**src/rtl/dual_stage_wdog_pkg.sv**
```systemverilog
package dual_stage_wdog_pkg;

    localparam int unsigned WD_CNT_W   = 29;
    localparam logic [31:0] WD_THR_MAX = 32'h1000_0000;

    typedef logic [WD_CNT_W-1:0] wd_cnt_t;

    typedef enum logic [2:0] {
        SEL_NONE,
        SEL_RESTART,
        SEL_CTRL,
        SEL_STATUS,
        SEL_WARN,
        SEL_EXPIRE
    } wd_sel_e;

    typedef struct packed {
        logic    run;
        logic    irq_en;
        logic    restart;
        logic    halt;
        logic    irq_off;
        wd_cnt_t warn_thr;
        wd_cnt_t expire_thr;
    } wd_ctl_t;

    typedef struct packed {
        logic warn_hit;
        logic expire_hit;
    } wd_match_t;

    function automatic logic [31:0] wd_offset(input bit alt, input wd_sel_e sel);
        logic [31:0] off;
        off = 32'hFFFF_FFFF;
        case (sel)
            SEL_RESTART: off = alt ? 32'h38 : 32'h04;
            SEL_CTRL:    off = alt ? 32'h40 : 32'h08;
            SEL_STATUS:  off = alt ? 32'h44 : 32'h0C;
            SEL_WARN:    off = alt ? 32'h4C : 32'h10;
            SEL_EXPIRE:  off = alt ? 32'h5C : 32'h14;
            default:     off = 32'hFFFF_FFFF;
        endcase
        return off;
    endfunction

    function automatic wd_sel_e wd_decode(input bit alt, input logic [31:0] addr);
        wd_sel_e sel;
        sel = SEL_NONE;
        if (addr == wd_offset(alt, SEL_RESTART)) sel = SEL_RESTART;
        if (addr == wd_offset(alt, SEL_CTRL))    sel = SEL_CTRL;
        if (addr == wd_offset(alt, SEL_STATUS))  sel = SEL_STATUS;
        if (addr == wd_offset(alt, SEL_WARN))    sel = SEL_WARN;
        if (addr == wd_offset(alt, SEL_EXPIRE))  sel = SEL_EXPIRE;
        return sel;
    endfunction

    function automatic wd_cnt_t wd_clamp(input logic [31:0] v);
        logic [31:0] c;
        c = (v > WD_THR_MAX) ? WD_THR_MAX : v;
        return c[WD_CNT_W-1:0];
    endfunction

    function automatic logic [31:0] wd_widen(input wd_cnt_t v);
        return {{(32-WD_CNT_W){1'b0}}, v};
    endfunction

endpackage

```
**src/rtl/wdog_regfile.sv**
```systemverilog
module wdog_regfile
    import dual_stage_wdog_pkg::*;
#(
    parameter bit          LAYOUT_ALT = 1'b0,
    parameter int unsigned ADDR_W     = 8
) (
    input  logic              clk,
    input  logic              rst,
    input  logic              wr,
    input  logic              rd,
    input  logic [ADDR_W-1:0] addr,
    input  logic [31:0]       wdata,
    input  logic              expire_evt,
    output logic [31:0]       rdata,
    output wd_ctl_t           ctl
);

    localparam wd_cnt_t THR_RESET = wd_clamp(WD_THR_MAX);

    wd_sel_e sel;
    logic    run_q, irq_en_q, sts_q, sts_clr_p;
    wd_cnt_t warn_q, expire_q;

    always_comb begin
        sel       = wd_decode(LAYOUT_ALT, 32'(addr));
        sts_clr_p = wr && (sel == SEL_STATUS) && wdata[0];
    end

    always_ff @(posedge clk) begin
        if (rst) begin
            run_q    <= 1'b0;
            irq_en_q <= 1'b0;
            warn_q   <= THR_RESET;
            expire_q <= THR_RESET;
        end else if (wr) begin
            case (sel)
                SEL_CTRL: begin
                    run_q    <= wdata[0];
                    irq_en_q <= wdata[1];
                end
                SEL_WARN:   warn_q   <= wd_clamp(wdata);
                SEL_EXPIRE: expire_q <= wd_clamp(wdata);
                default: ;
            endcase
        end
    end

    // sticky expiry flag: set wins over a same-cycle clear
    always_ff @(posedge clk) begin
        if (rst)             sts_q <= 1'b0;
        else if (expire_evt) sts_q <= 1'b1;
        else if (sts_clr_p)  sts_q <= 1'b0;
    end

    always_ff @(posedge clk) begin
        if (rst) begin
            rdata <= '0;
        end else if (rd) begin
            case (sel)
                SEL_CTRL:   rdata <= {30'd0, irq_en_q, run_q};
                SEL_STATUS: rdata <= {31'd0, sts_q};
                SEL_WARN:   rdata <= wd_widen(warn_q);
                SEL_EXPIRE: rdata <= wd_widen(expire_q);
                default:    rdata <= '0;
            endcase
        end
    end

    always_comb begin
        ctl            = '0;
        ctl.run        = run_q;
        ctl.irq_en     = irq_en_q;
        ctl.restart    = wr && (sel == SEL_RESTART) && wdata[0];
        ctl.halt       = wr && (sel == SEL_CTRL) && !wdata[0];
        ctl.irq_off    = wr && (sel == SEL_CTRL) && !wdata[1];
        ctl.warn_thr   = warn_q;
        ctl.expire_thr = expire_q;
    end

endmodule

```
**src/rtl/wdog_cmp.sv**
```systemverilog
module wdog_cmp
    import dual_stage_wdog_pkg::*;
(
    input  wd_cnt_t   count,
    input  logic      spent,
    input  wd_ctl_t   ctl,
    output wd_match_t m
);

    logic live;

    always_comb begin
        live         = ctl.run && !spent;
        m.expire_hit = live && (count == ctl.expire_thr);
        m.warn_hit   = live && (ctl.warn_thr < ctl.expire_thr)
                            && (count == ctl.warn_thr);
    end

endmodule

```
**src/rtl/wdog_core.sv**
```systemverilog
module wdog_core
    import dual_stage_wdog_pkg::*;
(
    input  logic    clk,
    input  logic    rst,
    input  wd_ctl_t ctl,
    output logic    warn_lvl,
    output logic    expire_pulse
);

    wd_cnt_t   count_q;
    logic      spent_q;
    wd_match_t m;

    wdog_cmp u_cmp (
        .count (count_q),
        .spent (spent_q),
        .ctl   (ctl),
        .m     (m)
    );

    always_ff @(posedge clk) begin
        if (rst || ctl.restart || ctl.halt) begin
            count_q      <= '0;
            spent_q      <= 1'b0;
            warn_lvl     <= 1'b0;
            expire_pulse <= 1'b0;
        end else begin
            expire_pulse <= m.expire_hit;
            if (!ctl.run) begin
                count_q <= '0;
                spent_q <= 1'b0;
            end else if (m.expire_hit) begin
                spent_q <= 1'b1;
            end else if (!spent_q) begin
                count_q <= count_q + 1'b1;
            end
            if (ctl.irq_off)
                warn_lvl <= 1'b0;
            else if (m.warn_hit && ctl.irq_en)
                warn_lvl <= 1'b1;
        end
    end

endmodule

```
**src/rtl/dual_stage_wdog.sv**
```systemverilog
module dual_stage_wdog
    import dual_stage_wdog_pkg::*;
#(
    parameter bit          LAYOUT_ALT = 1'b0,
    parameter int unsigned ADDR_W     = 8
) (
    input  logic              clk,
    input  logic              rst,
    input  logic              bus_wr,
    input  logic              bus_rd,
    input  logic [ADDR_W-1:0] bus_addr,
    input  logic [31:0]       bus_wdata,
    output logic [31:0]       bus_rdata,
    output logic              bark_irq,
    output logic              bite_req
);

    wd_ctl_t ctl;

    wdog_regfile #(
        .LAYOUT_ALT (LAYOUT_ALT),
        .ADDR_W     (ADDR_W)
    ) u_regs (
        .clk        (clk),
        .rst        (rst),
        .wr         (bus_wr),
        .rd         (bus_rd),
        .addr       (bus_addr),
        .wdata      (bus_wdata),
        .expire_evt (bite_req),
        .rdata      (bus_rdata),
        .ctl        (ctl)
    );

    wdog_core u_core (
        .clk          (clk),
        .rst          (rst),
        .ctl          (ctl),
        .warn_lvl     (bark_irq),
        .expire_pulse (bite_req)
    );

endmodule

```
**config.mk**
```make
export PLATFORM = sky130hd
export DESIGN_NAME = dual_stage_wdog
export DESIGN_NICKNAME = d
export VERILOG_FILES = /design/src/rtl/dual_stage_wdog_pkg.sv /design/src/rtl/wdog_regfile.sv /design/src/rtl/wdog_cmp.sv /design/src/rtl/wdog_core.sv /design/src/rtl/dual_stage_wdog.sv
export SDC_FILE = /design/constraint.sdc
export NUM_CORES = 1
export LEC_CHECK = 0
export CORE_MARGIN = 1.5
export CORE_UTILIZATION = 55
export DETAILED_ROUTE_END_ITERATION = 7
export DONT_BUFFER_PORTS = 1
export PLACE_DENSITY = 0.7
export SKIP_CTS_REPAIR_TIMING = 1
export SLEW_MARGIN = 15
export SYNTH_ARGS = -nofsm -noshare
export SYNTH_HDL_FRONTEND = slang
export SYNTH_SLANG_ARGS = --single-unit
```
**constraint.sdc**
```tcl
create_clock -name clk -period 4.5 [get_ports clk]
set_input_delay 0.9 -clock clk [delete_from_list [all_inputs] [get_ports clk]]
set_output_delay 0.9 -clock clk [all_outputs]
set_load 0.02 [all_outputs]
```
==> results of run 1 <==
-- metrics by stage --
| step | power (W) | hold WS [ns] | utilization, % | std cells | area (µm²) |
|---|---|---|---|---|---|
| finish | 0.00253 | 0.480 | 61.3 | 956 | 7330 |
| global route | 0.00258 | 0.500 | 61.3 | 956 | 7330 |
| CTS | 0.00254 | 0.470 | 61.3 | 956 | 7330 |
| detailed placement | 0.00113 | 0.463 | 56.0 | 924 | 6700 |
| global placement | 0.00113 | 0.455 | 56.0 | 924 | 6700 |
| floorplan | 0.00115 | 0.446 | - | 836 | 6750 |
-- worst min-delay path, stage by stage (launching register included) --
cell and delay [ns]:
dfxtp_1 0.32, nand2_1 0.06, a21oi_1 0.05
-- layout make-up --
type / instances / area share, %
Inverter: 35 / 1.79
Clock buffer: 19 / 6.18
Tap cell: 147 / 2.51
Sequential cell: 122 / 33.3
Timing Repair Buffer: 5 / 0.512
Clock inverter: 13 / 2.32
Multi-Input combinational cell: 615 / 53.3
-- flip-flops by register name (all words and copies together) (netlist names) --
register	flops
u_core.count_q	29
u_core.expire_pulse	1
u_core.spent_q	1
u_core.warn_lvl	1
u_regs.expire_q	29
u_regs.irq_en_q	1
u_regs.rdata	29
u_regs.run_q	1
u_regs.sts_q	1
u_regs.warn_q	29
-- power groups by stage --
stage	Clock [W]	Sequential [W]	Combinational (W)
final	0.00142	0.00108	0.0000273
after global routing	0.00147	0.00108	0.0000289
after detailed placement	0	0.00110	0.0000269
after CTS	0.00143	0.00108	0.0000270
after floorplan	0	0.00110	0.0000478
after global placement	0	0.00110	0.0000264
-- placed cells by master, fill, tap and decap left out, drive strengths merged, types with 29 or more instances in the layout --
cell / synthesis / routed
nor2: 38 / 38
dfxtp: 122 / 122
xnor2: 37 / 37
xor2: 32 / 32
nand3: 93 / 93
nand2b: 31 / 31
nand2: 88 / 88
ha: 29 / 29
a21oi: 103 / 103
inv: 35 / 35
-- cell families after synthesis --
| kind of cell | count (synthesis) |
|---|---|
| compound gates | 151 |
| xor+xnor | 69 |
| fa+ha+maj | 29 |
| buf+inv | 99 |
| flops | 122 |
| mux | 31 |
| other cells | 1 |
| simple gates | 332 |
-- path summary, 6_finish.rpt --
| path | from | to | slack, ns | cells past startpoint |
|---|---|---|---|---|
| worst max-delay path | bus_addr[0] | u_regs.expire_q[27]$_SDFFE_PP0P_ | 1.54 | 7 |
| worst min-delay path | u_regs.expire_q[23]$_SDFFE_PP0P_ | u_regs.expire_q[23]$_SDFFE_PP0P_ | 0.48 | 2 |
| worst max register to register | u_core.count_q[9]$_SDFFE_PP0P_ | u_core.count_q[24]$_SDFFE_PP0P_ | 1.91 | 7 |
| worst min register to register | u_regs.expire_q[23]$_SDFFE_PP0P_ | u_regs.expire_q[23]$_SDFFE_PP0P_ | 0.48 | 2 |
-- layer usage --
metal | global-route usage (%) | up-vias
met1 | 38.3 | 2764
met3 | 8.61 | 38
met4 | 12.4 | 0
li1 | - | 2825
met2 | 47.1 | 283
met5 | 0 | -
==> results by stage, run 1 <==
Run status:
- The flow ran to the end, and the final reports show no timing, DRC or antenna violations.

Logic synthesis:
- The Yosys step of the flow raised 0 warnings.
- The register bit total from synthesis is 122.
- Ranked by instance count, the synthesized netlist is headed by dfxtp_1 (122), a21oi_1 (103), nand3_1 (93).
- The dominant combinational cell family by area after synthesis is simple AND/OR/NAND/NOR gates.
- The synthesized netlist devotes 13.0% of its cell area to compound gates.
- The cell type with the highest aggregate area in the netlist is dfxtp_1.
- Summing the areas of all fa, ha and maj instances in the mapped netlist gives 5.38% of the synthesized area.
- The share of the Yosys chip area taken by registers is 36.2%.
- The async set-reset flop share out of synthesis is 0%.
- The number of enable flip-flop cells after synthesis is 0.
- After Yosys synthesis, and, or, nand and nor cells account for 25.2% of the synthesized area.
- The number of distinct library cells after synthesis is 57.
- The portion of synthesized cell area occupied by the leading cell type is 36.2%.
- Synthesis produced a netlist whose cell count is 834.
- The most used flip-flop cell after synthesis is dfxtp_1.
- The netlist area before placement is 0.00674 mm².
- The portion of synthesized area spent on multiplexers is 5.10%.
- Sorting the synthesized cells by area gives the leading types as dfxtp_1 (36%), a21oi_1 (7.6%), nand3_1 (6.9%).
- After Yosys synthesis, XOR and XNOR cells account for 8.97% of the synthesized area.
- dfxtp_1 is the most common cell in the netlist.
- Dividing the synthesized area by the synthesized cell count gives 8.08 µm².

Power and ir drop:
- Net switching is 21.0% of the power.
- The clock group share of total power is 56.2%.
- The power spent charging and discharging nets is 0.000532 W.
- The internal power consumption is 0.00200 W.
- The proportion of power drawn by flip-flops and latches is 42.7%.
- The power per cell area is 345 mW/mm².
- IR analysis of the VDD net gives a maximum drop of 0.245 mV.
- The part of the power in combinational logic is 1.1%.
- The leakage power is 2.67 nW.

STA:
- Across all setup checks in the final design, the least slack found is 1.54 ns.
- The portion of the clock cycle consumed by the worst path in the final layout is 65.8%.
- Setup violations remaining at the end of the flow were counted as 0.
- The clock tree skew after final layout is 0.00894 ns.
- The total count of max-transition violations in the final report is 0.
- The remaining max-slew budget at the tightest pin is 25.9%.
- Setup repair after global routing left no endpoint under its margin.
- Summed over all failing endpoints, the final setup total negative slack is 0 ns.
- The hold violation total from the final report is 0.
- Subtracting the final worst setup slack from the clock period gives 2.96 ns.
- The maximum clock rate is 338 MHz.
- At the pin with the least slew margin, the transition time is 1.11 ns.

Clock network:
- Counting along the longest clock path gives a buffer depth of 2.
- The clock reaches the later pin of the worst-skew pair after 0.42 ns.
- In this run the clock root is driven by a clkbuf_16.
- TritonCTS built the clock tree.
- After clock tree synthesis, the clock-pin slew on the worst setup and hold paths is 0.05 ns.
- TritonCTS created 17 clock buffers.
- CTS built an H-tree with a depth of 4.
- For this design, the sink count on the clock tree is 122.

Routing:
- The number of vias in the routed layout is 5910.
- The final layout contains routed wiring with a total length of 18700 µm.
- The wire length on met3 is 1670 µm.
- The number of nets still failing antenna checks after routing is 0.
- For this run, the detailed router's first-pass iteration total came to 5.
- The routed design uses 8680 µm of met2 wire.
- The highest metal layer carrying signal wires in the routed design is met4.
- The detailed router finished its first iteration with 534 violations.
- After detailed routing, the number of vias per cell comes to 6.18.
- Dividing the detail-routed wire length by the instance count gives 19.6 µm.
- The DRC violation count after routing is 0.
- After detailed routing, the wire length on met1 is 7890 µm.

Global route:
- The first-pass GRT wire length is 29900 µm.
- The initial antenna violation count was 0.
- The overall fraction of global-route tracks in use is 29.8%.
- The via count of the first global-routing pass is 5736.
- The maximum number of pins on one net before global-route repair is 93.
- Summed over all layers, the global routing overflow is 0.

Placed design:
- Routability-driven placement finished with a final weighted congestion of 0.925.
- Prior to clock tree synthesis, the placed netlist has a worst setup slack of 1.17 ns.
- The detailed placement HPWL is 13300 µm.
- The count of port buffers added during placement is 0.

Setup path:
- In this design, the stage delay of the slowest critical-path cell is 0.96 ns.
- The largest individual stage delay along the critical path comes from the cell and3_1.
- The worst setup path is captured at a register.
- The element type at the critical path start is an input port.
- On the critical path the largest part of the delay comes from simple AND/OR/NAND/NOR gates.
- By startpoint and endpoint, the worst setup path is classified as in2reg.
- Together, buffers and inverters on the worst path number 1.
- Traced cell by cell, the critical path runs through nor4_1 -> nand2b_1 -> nor3_4 -> buf_4 -> and3_1 -> nand3_1 -> a21oi_1.
- The largest fanout on the critical path is 34.
- At the worst endpoint, the required time is 4.85 ns.
- The critical path data arrival time is 3.31 ns.

Min path:
- The classification of the worst-slack hold path is reg2reg.

Layout:
- The sequential cells in the finished layout cover a total of 0.00244 mm².
- The footprint of the multi-input gates is 0.00391 mm².
- The area growth from synthesis to final layout is 8.71%.
- The post-route netlist has 10.0% of its cells at a drive strength greater than 1.
- Fill cells in the final layout number 1053.
- The number of antenna repair diodes is 0.
- The net count of the finished layout is 869.

Die:
- The area of the core region is 0.0120 mm².
- The starting utilization of the core area is 56.3%.
- The floorplan step defined a die boundary enclosing 0.0129 mm².
- After floorplanning, the core was divided into 40 placement rows.
- The y dimension of the die is 114 µm.
- The die outline width is 114 µm.
- The I/O pin count is 78.

Run:
- The number of maximum-capacitance violations is 0.
Note: power is estimated with default switching activity, not from simulation.
==> run 2: changes to the inputs <==
ABC_AREA = 1   (was unset)
PLACE_DENSITY = 0.73   (was 0.7)
clock period = 2.7 ns   (was 4.5 ns; I/O delays follow)
==> run 2 against run 1 <==
Compared with the run above:
- die area grew 7.5%
- synthesized cell count grew 36%
- routed wire length grew 19%
- critical endpoint is now u_core.count_q[0]$_SDFFE_PP0P_
- largest cell class unchanged
- largest power group unchanged
==> results by stage, run 2 <==
Logic synthesis:
- In the post-synthesis netlist, the cell with the most instances is nand2_1.
- In the synthesized netlist the async set-or-reset flop fraction comes to 0%.
- By area the synthesized netlist is led by dfxtp_1 (34%), nand2_1 (18%), a21oi_1 (8.3%).
- Summing the sequential cell areas from Yosys gives 33.6% of the chip area.
- Of the post-synthesis cell area, the dominant cell type holds 33.6%.
- The mean post-synth cell area is 6.40 µm².
- The register bit total from synthesis is 122.
- In the synthesized netlist, the cells that appear most often are nand2_1 (350), dfxtp_1 (122), a21oi_1 (121).
- The netlist uses 33 different library cells.
- Yosys mapped a number of flops with a built-in enable equal to 0.
- The netlist area before placement is 0.00726 mm².
- The cell count after synthesis is 1134.
- For this run, the leading register cell type out of synthesis is dfxtp_1.
- The Yosys step of the flow raised 0 warnings.
- The synthesized design spends more area on one cell type than any other, namely dfxtp_1.

Placed design:
- The post-place setup slack is 0.611 ns.
- The count of port buffers added during placement is 0.
- The congestion estimate from routability-driven global placement came to 0.977.
- The detailed placement HPWL is 16500 µm.

Run status:
- The flow ran to the end, and the final reports show no timing, DRC or antenna violations.

Routing:
- The pre-antenna-repair detailed-routing pass consisted of 5 iterations.
- In this run the remaining antenna-violating nets after routing total 0.
- The first-iteration detailed-routing DRC count is 753.
- After detailed routing, the average wire length per cell comes to 17.2 µm.
- After detailed routing, the number of remaining DRC violations is 0.
- In the routed layout, each cell is associated on average with a via count of 5.69.
- The routed wire length is 22300 µm.
- The routed layout has 7392 vias.

STA:
- The hold violation total from the final report was 0.
- Between clock sinks in the finished design, the worst skew comes to 0.00703 ns.
- The smallest setup slack after layout is 0.571 ns.
- For the finished layout, the period the worst path requires is 2.13 ns.
- The maximum clock rate is 470 MHz.
- The remaining max-slew budget at the tightest pin is 62.8%.
- Hold timing on the final database bottoms out at a slack of 0.176 ns.
- The final total negative setup slack is 0 ns.
- The portion of the clock cycle consumed by the worst path in the final layout is 78.9%.
- For the pin with the worst max-slew slack, the measured transition is 0.558 ns.
- The final count of negative-setup-slack endpoints is 0.
- The total count of max-transition violations in the final report is 0.
- Setup repair after global routing left no endpoint under its margin.

Power and ir drop:
- The part of the power in combinational logic is 1.8%.
- In this run, the clock network consumes 55.9% of the power.
- The leakage power is 3.04 nW.
- The share of total power dissipated in sequential elements is 42.3%.
- The internal power of the cells totals 0.00339 W.
- The worst voltage drop across the vdd grid is 0.592 mV.
- In this run the power density over the cells is 533 mW/mm².
- The power spent charging and discharging nets is 0.000880 W.
- Of the total power, the share spent switching nets is 20.6%.

Setup path:
- The worst setup path is launched from a register.
- The slowest stage cell on the critical path is dfxtp_1.
- Broken down by cell family, the worst path's largest delay share belongs to simple AND/OR/NAND/NOR gates.
- The worst setup path is captured at a register.
- In this run the worst path has a maximum fanout of 19.
- The critical path is of the reg2reg type.
- Data arrives at the worst endpoint at 2.47 ns.
- The number of buffers and inverters on the critical path is 2.
- The signal on the critical path passes through inv_2 -> nand2_1 -> nand2_1 -> nor3_1 -> nand3_1 -> nor2_2 -> nand2_2 -> nand2_2 -> buf_12 -> nand2_1 -> a21oi_1.
- The most numerous cell type found on the critical path is nand2_1.
- Data on the critical path is required at its endpoint by 3.04 ns.
- The maximum single-stage delay on the critical path is 0.53 ns.

Layout:
- The fraction of layout cells with a size suffix above 1 is 8.07%.
- For this run, the post-layout net count is 1188.
- The total of fill cells in the finished design is 1195.
- The most frequent standard cell in the layout excluding fill and tap cells is nand2_1.
- The area growth from synthesis to final layout is 10.3%.
- Summing all multi-input logic gate instances after layout gives 0.00410 mm².
- The area of all sequential standard cells is 0.00244 mm².
- The number of antenna diodes in the final layout is 0.
- Leaving out fill and tap cells, the most frequent cells in the layout are nand2_1 (350), dfxtp_1 (122), a21oi_1 (121), inv_1 (105).

Run:
- The number of maximum-capacitance violations is 0.

Die:
- The total area inside the core boundary comes to 0.0128 mm².
- The starting utilization of the core area is 56.8%.
- The floorplan has 41 rows.
- The die is 118 µm wide.
- The die is 118 µm tall.
- 78 I/O pins were placed.
- The area of the die is 0.0139 mm².

Clock network:
- Clock-pin slew was measured on the worst setup and hold paths at 0.06 ns.
- The clock latency at the later pin of the worst-skew pair is 0.42 ns.
- The CTS tree is built.
- Clock tree synthesis found a total of 122 sinks.
- The H-tree generated during clock tree synthesis spans 4 levels.
- The cell at the root of the clock tree is clkbuf_16.
- The number of clock buffers added by TritonCTS is 17.
- The buffer depth of the longest clock path is 2.

Global route:
- The total congestion overflow is 0.
- Entering global routing, the biggest net connects 59 pins.
- The first-pass GRT wire length is 35600 µm.
- The initial antenna violation count was 0.
- The via count of the first global-routing pass was 6816.
- The overall fraction of global-route tracks in use is 32.8%.

Min path:
- In this run the worst hold path is classified as in2reg.
## run 2: cell types whose count changed after synthesis, sizes merged, moves of 26 or more
cell,change
nand2b,-31
nand2,+275
xnor2,-26
mux2,-27
inv,+86
nand3,-34
nor2,+39
a21oi,+28
o21ai,+65
## run 2: through the flow
step / total power, W / cell area [µm²] / instances / utilization, %
2_1_floorplan: 0.00191 / 7270 / 1136 / -
3_3_place_gp: 0.00192 / 7390 / 1268 / 57.9
3_5_place_dp: 0.00192 / 7390 / 1268 / 57.9
4_1_cts: 0.00429 / 8010 / 1299 / 62.7
5_1_grt: 0.00440 / 8010 / 1299 / 62.7
6_report: 0.00427 / 8010 / 1299 / 62.7
## run 2: routing by layer
metal  up-vias  GRT usage [%]  share of wire [%]  wire length (µm)
met5         -              0                  0                 0
met4         0           12.5                3.1               683
met3        56           10.3                 11              2550
met2       400           48.3                 43              9540
met1      3309           44.8                 43              9560
li1       3627              -                  -                 -
## run 2: cells by family after synthesis
logic type | share of synthesized area, %
compound gates | 16.4
xor+xnor | 3.38
fa+ha+maj | 5.00
buf+inv | 10.1
flops | 33.6
other cells | 0.0517
simple gates | 31.4
## run 2: power groups by stage
stage	registers (W)	clock network [W]	logic [W]
after global placement	0.00184	0	0.0000734
after global routing	0.00180	0.00251	0.0000834
after detailed placement	0.00184	0	0.0000738
final	0.00181	0.00239	0.0000753
after floorplan	0.00184	0	0.0000682
after CTS	0.00181	0.00241	0.0000741
## run 2: worst paths after layout
| kind | slack [ns] | to | start | cells past startpoint |
|---|---|---|---|---|
| worst max-delay path | 0.57 | u_core.count_q[0]$_SDFFE_PP0P_ | u_core.count_q[5]$_SDFFE_PP0P_ | 11 |
| worst min-delay path | 0.18 | u_regs.rdata[27]$_SDFFE_PP0P_ | rst | 1 |
| worst max register to register | 0.57 | u_core.count_q[0]$_SDFFE_PP0P_ | u_core.count_q[5]$_SDFFE_PP0P_ | 11 |
| worst min register to register | 0.47 | u_regs.sts_q$_SDFFE_PP0P_ | u_regs.sts_q$_SDFFE_PP0P_ | 2 |
## run 2: area by class of cell
cell class,instances,area share [%]
flip-flops and latches,122,30.5
clock inverters,11,2.12
multi-input cells,834,51.2
repair buffers,18,2.16
clock buffers,20,5.58
well taps,172,2.69
inverters,122,5.72
